## config.mk

```make
export PLATFORM = sky130hd
export DESIGN_NAME = hyst_thresh_prog
export DESIGN_NICKNAME = d
export VERILOG_FILES = /design/src/rtl/hyst_pkg.sv /design/src/rtl/hyst_rst_sync.sv /design/src/rtl/hyst_req_check.sv /design/src/rtl/hyst_mode_bank.sv /design/src/rtl/hyst_word_codec.sv /design/src/rtl/hyst_thresh_prog.sv
export SDC_FILE = /design/constraint.sdc
export NUM_CORES = 1
export LEC_CHECK = 0
export CORE_ASPECT_RATIO = 1.2
export CORE_MARGIN = 3
export CORE_UTILIZATION = 40
export DETAILED_ROUTE_END_ITERATION = 16
export PLACE_DENSITY_LB_ADDON = 0.3
export SYNTH_ARGS = -nofsm -noshare
export SYNTH_HDL_FRONTEND = slang
export SYNTH_HIERARCHICAL = 1
export SYNTH_SLANG_ARGS = --single-unit
```

## constraint.sdc

```tcl
create_clock -name clk -period 3.2 [get_ports clk]
set_clock_uncertainty 0.15 [all_clocks]
set_input_delay 0.64 -clock clk [delete_from_list [all_inputs] [get_ports clk]]
set_output_delay 0.64 -clock clk [all_outputs]
set_load 0.02 [all_outputs]
```

## src/rtl/hyst_pkg.sv

```systemverilog
package hyst_pkg;
  // Outcome of one threshold request.
  typedef enum logic [1:0] {
    VERDICT_SILENT = 2'd0,
    VERDICT_WRITE  = 2'd1,
    VERDICT_REJECT = 2'd2
  } verdict_e;
endpackage

```

## src/rtl/hyst_rst_sync.sv

```systemverilog
module hyst_rst_sync (
  input  logic clk,
  input  logic arst_n,
  output logic srst_n
);
  logic stage1_q, stage2_q;

  always_ff @(posedge clk or negedge arst_n) begin
    if (!arst_n) begin
      stage1_q <= 1'b0;
      stage2_q <= 1'b0;
    end else begin
      stage1_q <= 1'b1;
      stage2_q <= stage1_q;
    end
  end

  assign srst_n = stage2_q;
endmodule

```

## src/rtl/hyst_req_check.sv

```systemverilog
module hyst_req_check
  import hyst_pkg::*;
#(
  parameter int VW       = 8,
  parameter int FALL_MIN = 2,
  parameter int FALL_MAX = 21,
  parameter int RISE_MIN = 3,
  parameter int RISE_MAX = 22,
  parameter int MIN_GAP  = 2
) (
  input  logic          rising,
  input  logic [VW-1:0] volts,
  input  logic [VW-1:0] cur_lo,
  input  logic [VW-1:0] cur_hi,
  output verdict_e      verdict,
  output logic [VW-1:0] new_lo,
  output logic [VW-1:0] new_hi
);
  localparam int EW = VW + 1;  // one extra bit so sums never wrap

  logic [EW-1:0] v_x, lo_x, hi_x;
  logic          fall_ok, rise_ok, legal, same;
  logic [VW-1:0] gap;

  assign v_x  = {1'b0, volts};
  assign lo_x = {1'b0, cur_lo};
  assign hi_x = {1'b0, cur_hi};

  assign fall_ok = (v_x >= EW'(FALL_MIN)) && (v_x <= EW'(FALL_MAX)) &&
                   ((v_x + EW'(MIN_GAP)) <= hi_x);
  assign rise_ok = (v_x >= EW'(RISE_MIN)) && (v_x <= EW'(RISE_MAX)) &&
                   (v_x >= (lo_x + EW'(MIN_GAP)));
  assign legal   = rising ? rise_ok : fall_ok;
  assign same    = rising ? (volts == cur_hi) : (volts == cur_lo);

  always_comb begin
    new_lo = cur_lo;
    new_hi = cur_hi;
    if (rising) begin
      new_hi = volts;
      gap    = volts - cur_lo;
      if (gap[0]) new_lo = cur_lo + VW'(1);
    end else begin
      new_lo = volts;
      gap    = cur_hi - volts;
      if (gap[0]) new_hi = cur_hi - VW'(1);
    end
  end

  always_comb begin
    if (!legal)     verdict = VERDICT_REJECT;
    else if (same)  verdict = VERDICT_SILENT;
    else            verdict = VERDICT_WRITE;
  end
endmodule

```

## src/rtl/hyst_mode_bank.sv

```systemverilog
module hyst_mode_bank #(
  parameter int VW        = 8,
  parameter int NUM_MODES = 2,
  parameter int RST_LO    = 2,
  parameter int RST_HI    = 4,
  parameter int MW        = (NUM_MODES > 1) ? $clog2(NUM_MODES) : 1
) (
  input  logic          clk,
  input  logic          rst_n,
  input  logic          upd_en,
  input  logic [MW-1:0] sel_mode,
  input  logic [VW-1:0] upd_lo,
  input  logic [VW-1:0] upd_hi,
  output logic [VW-1:0] sel_lo,
  output logic [VW-1:0] sel_hi
);
  logic [VW-1:0] lo_q [NUM_MODES];
  logic [VW-1:0] hi_q [NUM_MODES];

  for (genvar g = 0; g < NUM_MODES; g++) begin : g_mode
    logic load;
    assign load = upd_en && (sel_mode == MW'(g));

    always_ff @(posedge clk or negedge rst_n) begin
      if (!rst_n) begin
        lo_q[g] <= VW'(RST_LO);
        hi_q[g] <= VW'(RST_HI);
      end else if (load) begin
        lo_q[g] <= upd_lo;
        hi_q[g] <= upd_hi;
      end
    end
  end

  always_comb begin
    sel_lo = lo_q[0];
    sel_hi = hi_q[0];
    for (int m = 1; m < NUM_MODES; m++) begin
      if (sel_mode == MW'(m)) begin
        sel_lo = lo_q[m];
        sel_hi = hi_q[m];
      end
    end
  end
endmodule

```

## src/rtl/hyst_word_codec.sv

```systemverilog
module hyst_word_codec #(
  parameter int VW = 8,
  parameter int WW = 2 * VW
) (
  input  logic [VW-1:0] enc_lo,
  input  logic [VW-1:0] enc_hi,
  output logic [WW-1:0] enc_word,
  input  logic [WW-1:0] dec_word,
  output logic [VW-1:0] dec_rising,
  output logic [VW-1:0] dec_falling
);
  logic [VW:0] dec_sum, dec_diff;

  // upper field: hysteresis, lower field: center code in half-volt steps
  assign enc_word = {enc_hi - enc_lo, enc_hi + enc_lo};

  assign dec_sum     = {1'b0, dec_word[VW-1:0]} + {1'b0, dec_word[WW-1:VW]};
  assign dec_diff    = {1'b0, dec_word[VW-1:0]} - {1'b0, dec_word[WW-1:VW]};
  assign dec_rising  = dec_sum[VW:1];
  assign dec_falling = dec_diff[VW:1];
endmodule

```

## src/rtl/hyst_thresh_prog.sv

```systemverilog
module hyst_thresh_prog
  import hyst_pkg::*;
#(
  parameter int VW        = 8,
  parameter int NUM_MODES = 2,
  parameter int FALL_MIN  = 2,
  parameter int FALL_MAX  = 21,
  parameter int RISE_MIN  = 3,
  parameter int RISE_MAX  = 22,
  parameter int MIN_GAP   = 2,
  parameter int RST_LO    = 2,
  parameter int RST_HI    = 4,
  parameter int MW        = (NUM_MODES > 1) ? $clog2(NUM_MODES) : 1,
  parameter int WW        = 2 * VW
) (
  input  logic          clk,
  input  logic          rst_n,
  input  logic          req_valid,
  input  logic          req_rising,
  input  logic [MW-1:0] req_mode,
  input  logic [VW-1:0] req_volts,
  output logic          wr_valid,
  output logic [MW-1:0] wr_mode,
  output logic [WW-1:0] wr_word,
  output logic          err_pulse,
  input  logic [WW-1:0] dec_word,
  output logic [VW-1:0] dec_rising,
  output logic [VW-1:0] dec_falling
);
  logic          rst_sync_n;
  logic [VW-1:0] cur_lo, cur_hi, nxt_lo, nxt_hi;
  verdict_e      verdict;
  logic [WW-1:0] word_c;
  logic          accept;

  logic          wr_valid_q, wr_valid_d;
  logic          err_q, err_d;
  logic [MW-1:0] wr_mode_q;
  logic [WW-1:0] wr_word_q;

  hyst_rst_sync u_rst (
    .clk    (clk),
    .arst_n (rst_n),
    .srst_n (rst_sync_n)
  );

  hyst_mode_bank #(
    .VW(VW), .NUM_MODES(NUM_MODES), .RST_LO(RST_LO), .RST_HI(RST_HI), .MW(MW)
  ) u_bank (
    .clk      (clk),
    .rst_n    (rst_sync_n),
    .upd_en   (accept),
    .sel_mode (req_mode),
    .upd_lo   (nxt_lo),
    .upd_hi   (nxt_hi),
    .sel_lo   (cur_lo),
    .sel_hi   (cur_hi)
  );

  hyst_req_check #(
    .VW(VW), .FALL_MIN(FALL_MIN), .FALL_MAX(FALL_MAX),
    .RISE_MIN(RISE_MIN), .RISE_MAX(RISE_MAX), .MIN_GAP(MIN_GAP)
  ) u_check (
    .rising  (req_rising),
    .volts   (req_volts),
    .cur_lo  (cur_lo),
    .cur_hi  (cur_hi),
    .verdict (verdict),
    .new_lo  (nxt_lo),
    .new_hi  (nxt_hi)
  );

  hyst_word_codec #(.VW(VW), .WW(WW)) u_codec (
    .enc_lo      (nxt_lo),
    .enc_hi      (nxt_hi),
    .enc_word    (word_c),
    .dec_word    (dec_word),
    .dec_rising  (dec_rising),
    .dec_falling (dec_falling)
  );

  // next-state
  always_comb begin
    accept     = req_valid && (verdict == VERDICT_WRITE);
    wr_valid_d = accept;
    err_d      = req_valid && (verdict == VERDICT_REJECT);
  end

  // registers
  always_ff @(posedge clk or negedge rst_sync_n) begin
    if (!rst_sync_n) begin
      wr_valid_q <= 1'b0;
      err_q      <= 1'b0;
      wr_mode_q  <= '0;
      wr_word_q  <= '0;
    end else begin
      wr_valid_q <= wr_valid_d;
      err_q      <= err_d;
      if (accept) begin
        wr_mode_q <= req_mode;
        wr_word_q <= word_c;
      end
    end
  end

  assign wr_valid  = wr_valid_q;
  assign err_pulse = err_q;
  assign wr_mode   = wr_mode_q;
  assign wr_word   = wr_word_q;
endmodule

```

# Word level (Yosys, flattened, before mapping)
# Cells that the tools add are included.
# totals
wordCells	49
in_bits	29
reg_bits	53
# classes
magnitude_cmp	6
bitwise	1
add_sub_neg	10
muxes	10
eq_ne	4
reduce_logical	8
# op_table
operator	n
2-to-1 mux 8 bit	6
adder 8 x 2 -> 9 bit (second input constant)	2
equality test 8 bit	2
>= comparator 8 x 2 -> 1 bit (second input constant)	2
less-or-equal comparator 8 x 5 -> 1 bit (second input constant)	2
adder 8 x 8 -> 9 bit	1
>= comparator 8 x 9 -> 1 bit	1
less-or-equal comparator 9 x 8 -> 1 bit	1
subtractor 8 x 8 -> 9 bit	1
adder 8 x 1 -> 8 bit (second input constant)	1
adder 8 bit	1
logical AND 1 bit	8
subtractor 8 x 1 -> 8 bit (second input constant)	1
subtractor 8 bit	1
2-to-1 mux 1 bit	3
equality test 2 x 1 -> 1 bit (second input constant)	1
equality test 2 bit (second input constant)	1
2-to-1 mux 2 bit	1
subtractor 1 bit	2
NOT 1 bit	1

# Depth between registers and ports, before layout
# logic_depth
depth_word	9
ltp_mapped	20
mapped_depth_nobuf	15

# Modules after synthesis
# The synthesis kept the hierarchy.
# modules_own_cells
module	seq_area_each_um2	area_each_um2	instances	cells_each
hyst_mode_bank	805.8	1458.9	1	87
hyst_req_check	0.0	1237.4	1	179
hyst_word_codec	0.0	1223.7	1	157
hyst_thresh_prog	475.5	744.5	1	40
hyst_rst_sync	50.0	53.8	1	3

# Worst setup path after synthesis
# OpenSTA, ideal clock, no wires.
# synth_timing
kind	in2reg
start	in req_mode
end	reg u_bank/hi_q[11] in the netlist's numbering
t_arrival_ns	4.144
setup_ns	0.125
required_time_ns	2.925
path_slack_ns	-1.219
path_stages	20
cell_sequence	buf_6 > buf_2 > mux2_2 > buf_2 > and3_1 > nand3_1 > xor2_1 > ha_1 > nand3_1 > nor2_1 > a211oi_1 > or4_4 > a22oi_2 > nand3b_4 > buf_6 > inv_1 > nor2b_2 > buf_6 > buf_12 > mux2_4
# synth_between
elab_chain_len	9
# synth_rtl
element	line_no	rtl
from (decl)	hyst_thresh_prog.sv:20	input logic [MW-1:0] req_mode,
2-to-1 mux 8 bit *	hyst_mode_bank.sv:39	if (sel_mode == MW'(m)) begin
named net cur_lo[3]	hyst_thresh_prog.sv:31	logic [VW-1:0] cur_lo, cur_hi, nxt_lo, nxt_hi;
adder 8 x 2 -> 9 bit	hyst_req_check.sv:32	(v_x >= (lo_x + EW'(MIN_GAP)));
>= comparator 8 x 9 -> 1 bit	hyst_req_check.sv:32	
logical AND 1 bit	hyst_req_check.sv:31	assign rise_ok = (v_x >= EW'(RISE_MIN)) && (v_x <= EW'(RISE_MAX)) &&
2-to-1 mux 1 bit	hyst_req_check.sv:33	assign legal = rising ? rise_ok : fall_ok;
2-to-1 mux 2 bit *	hyst_req_check.sv:51	if (!legal) verdict = VERDICT_REJECT;
named net verdict[0]	hyst_thresh_prog.sv:32	verdict_e verdict;
equality test 2 x 1 -> 1 bit *	hyst_thresh_prog.sv:84	accept = req_valid && (verdict == VERDICT_WRITE);
logical AND 1 bit *	hyst_thresh_prog.sv:84	
named net accept	hyst_thresh_prog.sv:34	logic accept;
logical AND 1 bit *	hyst_mode_bank.sv:22	assign load = upd_en && (sel_mode == MW'(g));
to (signal, indexed assignment)	hyst_mode_bank.sv:27	hi_q[g] <= VW'(RST_HI);
to (signal, indexed assignment)	hyst_mode_bank.sv:30	hi_q[g] <= upd_hi;
to (decl)	hyst_mode_bank.sv:18	logic [VW-1:0] hi_q [NUM_MODES];
# The timed path passes the listed nets; every way through them passes the cells marked *.
# A chain may end at the register's enable or synchronous reset.

# Worst setup path in the final report
# Ends and elaborated chain as after synthesis.

==> impl_metrics.toml <==
[outcome]
status = "finished with violations"
violations = "negative setup slack"

[sta]
min_period_over_period_pct = 116.8
worst_slew_pin_slew_ns = 1.084
fin_hold_ws_ns = 0.2228
fmax_mhz = 267.6
hold_viol = 0
setup_viol = 49
finalCriticalPeriod_ns = 3.736
fin_ws_ns = -0.5363
maxSlewViolCount = 0
grt_setup_unrepaired = "yes"
slew_headroom_pct = 27.76

[synth]
ys_async_sr_fraction_pct = 100.0
yosys.area_share.simple_pct = 9.838
ys_seq_area_share_pct = 28.22
synth_top_area_share_pct = 25.99
synth_compound_area_share_pct = 11.19
ys_warn_count = 6
synth_top_family_by_area = "multiplexers"
ys_types = 59
synth.avg_cell_area_sq_um = 10.13
synth_edf_count = 0
synth.area.mux_share_pct = 19.15
syn_nets = 547
synthAdderAreaFrac_pct = 14.43
synth_xor_area_share_pct = 10.40
syn_inst = 466
synth_ff_type = "dfrtp_1"
ys_ff_latch = 53
syn-cell-area_sq_um = 4718
yosys-top-cells-area = "dfrtp_1 26%, ha_1 13%, mux2_2 11%, xnor2_1 7.8%, mux2_4 6.0%"
yosysTopAreaCell = "dfrtp_1"

[setup_path]
critPathCaptureType = "flip-flop"
path_delay_family = "simple AND/OR/NAND/NOR gates"
cp-start-kind = "input pin"
worst_path_max_delay_cell = "or4_4"
crit_fanout = 8
crit_type = "input pin to flip-flop"
worstPathArrival_ns = 3.76
crit_chain = "buf_12, buf_8, mux2_4, buf_4, buf_4, nand3_4, xor2_1, ha_1, nand3_2, nor2_2, a211oi_2, or4_4, a22oi_2, nand3b_4, inv_4, nor2b_4, clkbuf_16, mux2_4"
slowest_delay_ns = 0.43
path_buf_inv = 6
critical_path_required_ns = 3.23

[die]
dieArea_sq_um = 13140
num_io_pins = 64
die_w_um = 105.1
start_util_pct = 41.76
core_sq_um = 11300
fp.dieH_um = 125.0
rows = 42

[clock_network]
cts_buffer_depth = 2
cts.sinks = 53
cts_made_buffers = 5
insertion_delay_ns = 0.29
clk_pin_slew_ns = 0.07
postCtsHoldBufs = 0
cts_max_level = 2
cts_root_buf = "clkbuf_16"
cts_tree = "done"

[grt]
grt_usage_pct = 19.61
grt_overflow = 0
grt_first_pass_wirelength_um = 21020
grt_pass1_vias = 4336
antenna_found_initial = 0
grt_max_degree = 52

[finish]
layout-drive-gt1-share_pct = 45.34
stdcell_count = 809
design_area_sq_um = 7066
final_cell_mix = "128 x buf_4, 48 x dfrtp_1, 42 x xnor2_1, 37 x clkdlybuf4s50_1, 37 x ha_1"
finalNetCount = 735
layout_commonest_cell = "buf_4"
area_growth_pct = 49.75
postLayoutCoreUtil_pct = 62.54
antenna_cells = 0

[pwr]
power.density_nw_per_um2 = 297.2
p_leak_nw = 3.452
ir_worst_vdd_mv = 0.3054

[place]
dp_hpwl_um = 9505
dpl_cell_area_sq_um = 6425
dp_worst_setup_slack_ns = -1.339
portBuffers = 63
gp_congestion = 0.8944
dp.cells = 777

[run]
maxCapViolCount = 0

[route]
drtIter0Drc = 149
first_pass_iters = 5
vias = 4020
drc = 0
ant_nets = 0
avgViaCountPerCell = 4.969
post_drt_wl_per_cell_um = 15.45
drt_wl_total_um = 12500

[worst_hold_path]
hp-class = "flip-flop to flip-flop"
-- layer usage --
metal	global-route usage, %	share of wire, %	vias to the layer above	routed length (um)
li1	-	-	1987	-
met1	23.08	42	1913	5277
met2	35.70	52	87	6480
met3	2.526	2.4	33	299
met4	8.108	3.6	0	444
met5	0	0	-	0
-- Yosys cell counts, drive strengths merged, types with 3 or more instances --
master	count
nor2b	7
fa	4
and2	3
clkbuf	7
nand3	11
xnor2	42
nor4	4
nor3	5
dfstp	4
o21a	3
mux2i	10
a221o	3
xor2	14
dfrtp	49
o21ai	13
a21o	7
buf	13
nand2b	3
a21oi	26
o21bai	6
and3	6
inv	48
nor2	22
ha	48
nand2	19
mux2	65
-- logic make-up after synthesis --
family	Yosys count
and+or+nand+nor	87
muxes	75
AOI/OAI and AO/OA	74
buffers and inverters	68
xor gates and xnor gates	56
DFF	53
adders and majority gates	52
other	1
-- stage by stage --
step | TNS [ns] | total power, mW
floorplan | -33.19 | 1.157
global placement | -66.43 | 1.490
detailed placement | -69.62 | 1.507
CTS | -30.40 | 2.109
global route | -29.82 | 2.219
finish | -23.06 | 2.100
-- state kept, by name (all words and copies together) (netlist names) --
register	count
wr_mode	1
u_rst/srst_n	1
err_pulse	1
wr_valid	1
wr_word	16
u_rst/stage1_q	1
u_bank/lo_q	16
u_bank/hi_q	16
-- what timing repair did --
item,CTS,global route
endpoints found under the setup margin,66,62
pin swaps,25,27
setup buffers,18,7
cloned,2,1
resized for setup,110,34
-- final cells by class --
class	instances	area (sq um)
Clock buffer	7	152.6
Multi-Input combinational cell	345	3430
Tap cell	154	192.7
Clock inverter	1	8.758
Sequential cell	53	1333
Timing Repair Buffer	201	1762
Fill cell	878	4233
Inverter	48	187.7
-- power breakdown --
group          switching [mW]  internal [mW]  leakage [nW]
combinational           0.390          0.427          2.65
sequential             0.0203          0.687         0.716
clock                   0.240          0.336        0.0805
-- path summary, 6_finish.rpt --
kind                       slack [ns]           start  depth (start not counted)              end
setup reg to reg                -0.53  u_bank/lo_q[1]                         16  u_bank/hi_q[11]
hold reg to reg                  0.22  u_rst/stage1_q                          0     u_rst/srst_n
min in group asynchronous        0.33    u_rst/srst_n                          0       wr_word[2]
max in group asynchronous        1.90    u_rst/srst_n                          0   u_bank/hi_q[5]
hold / removal                   0.22  u_rst/stage1_q                          0     u_rst/srst_n
setup / recovery                -0.54        req_mode                         18  u_bank/hi_q[11]
No activity file was read; power rests on OpenSTA's default activity.
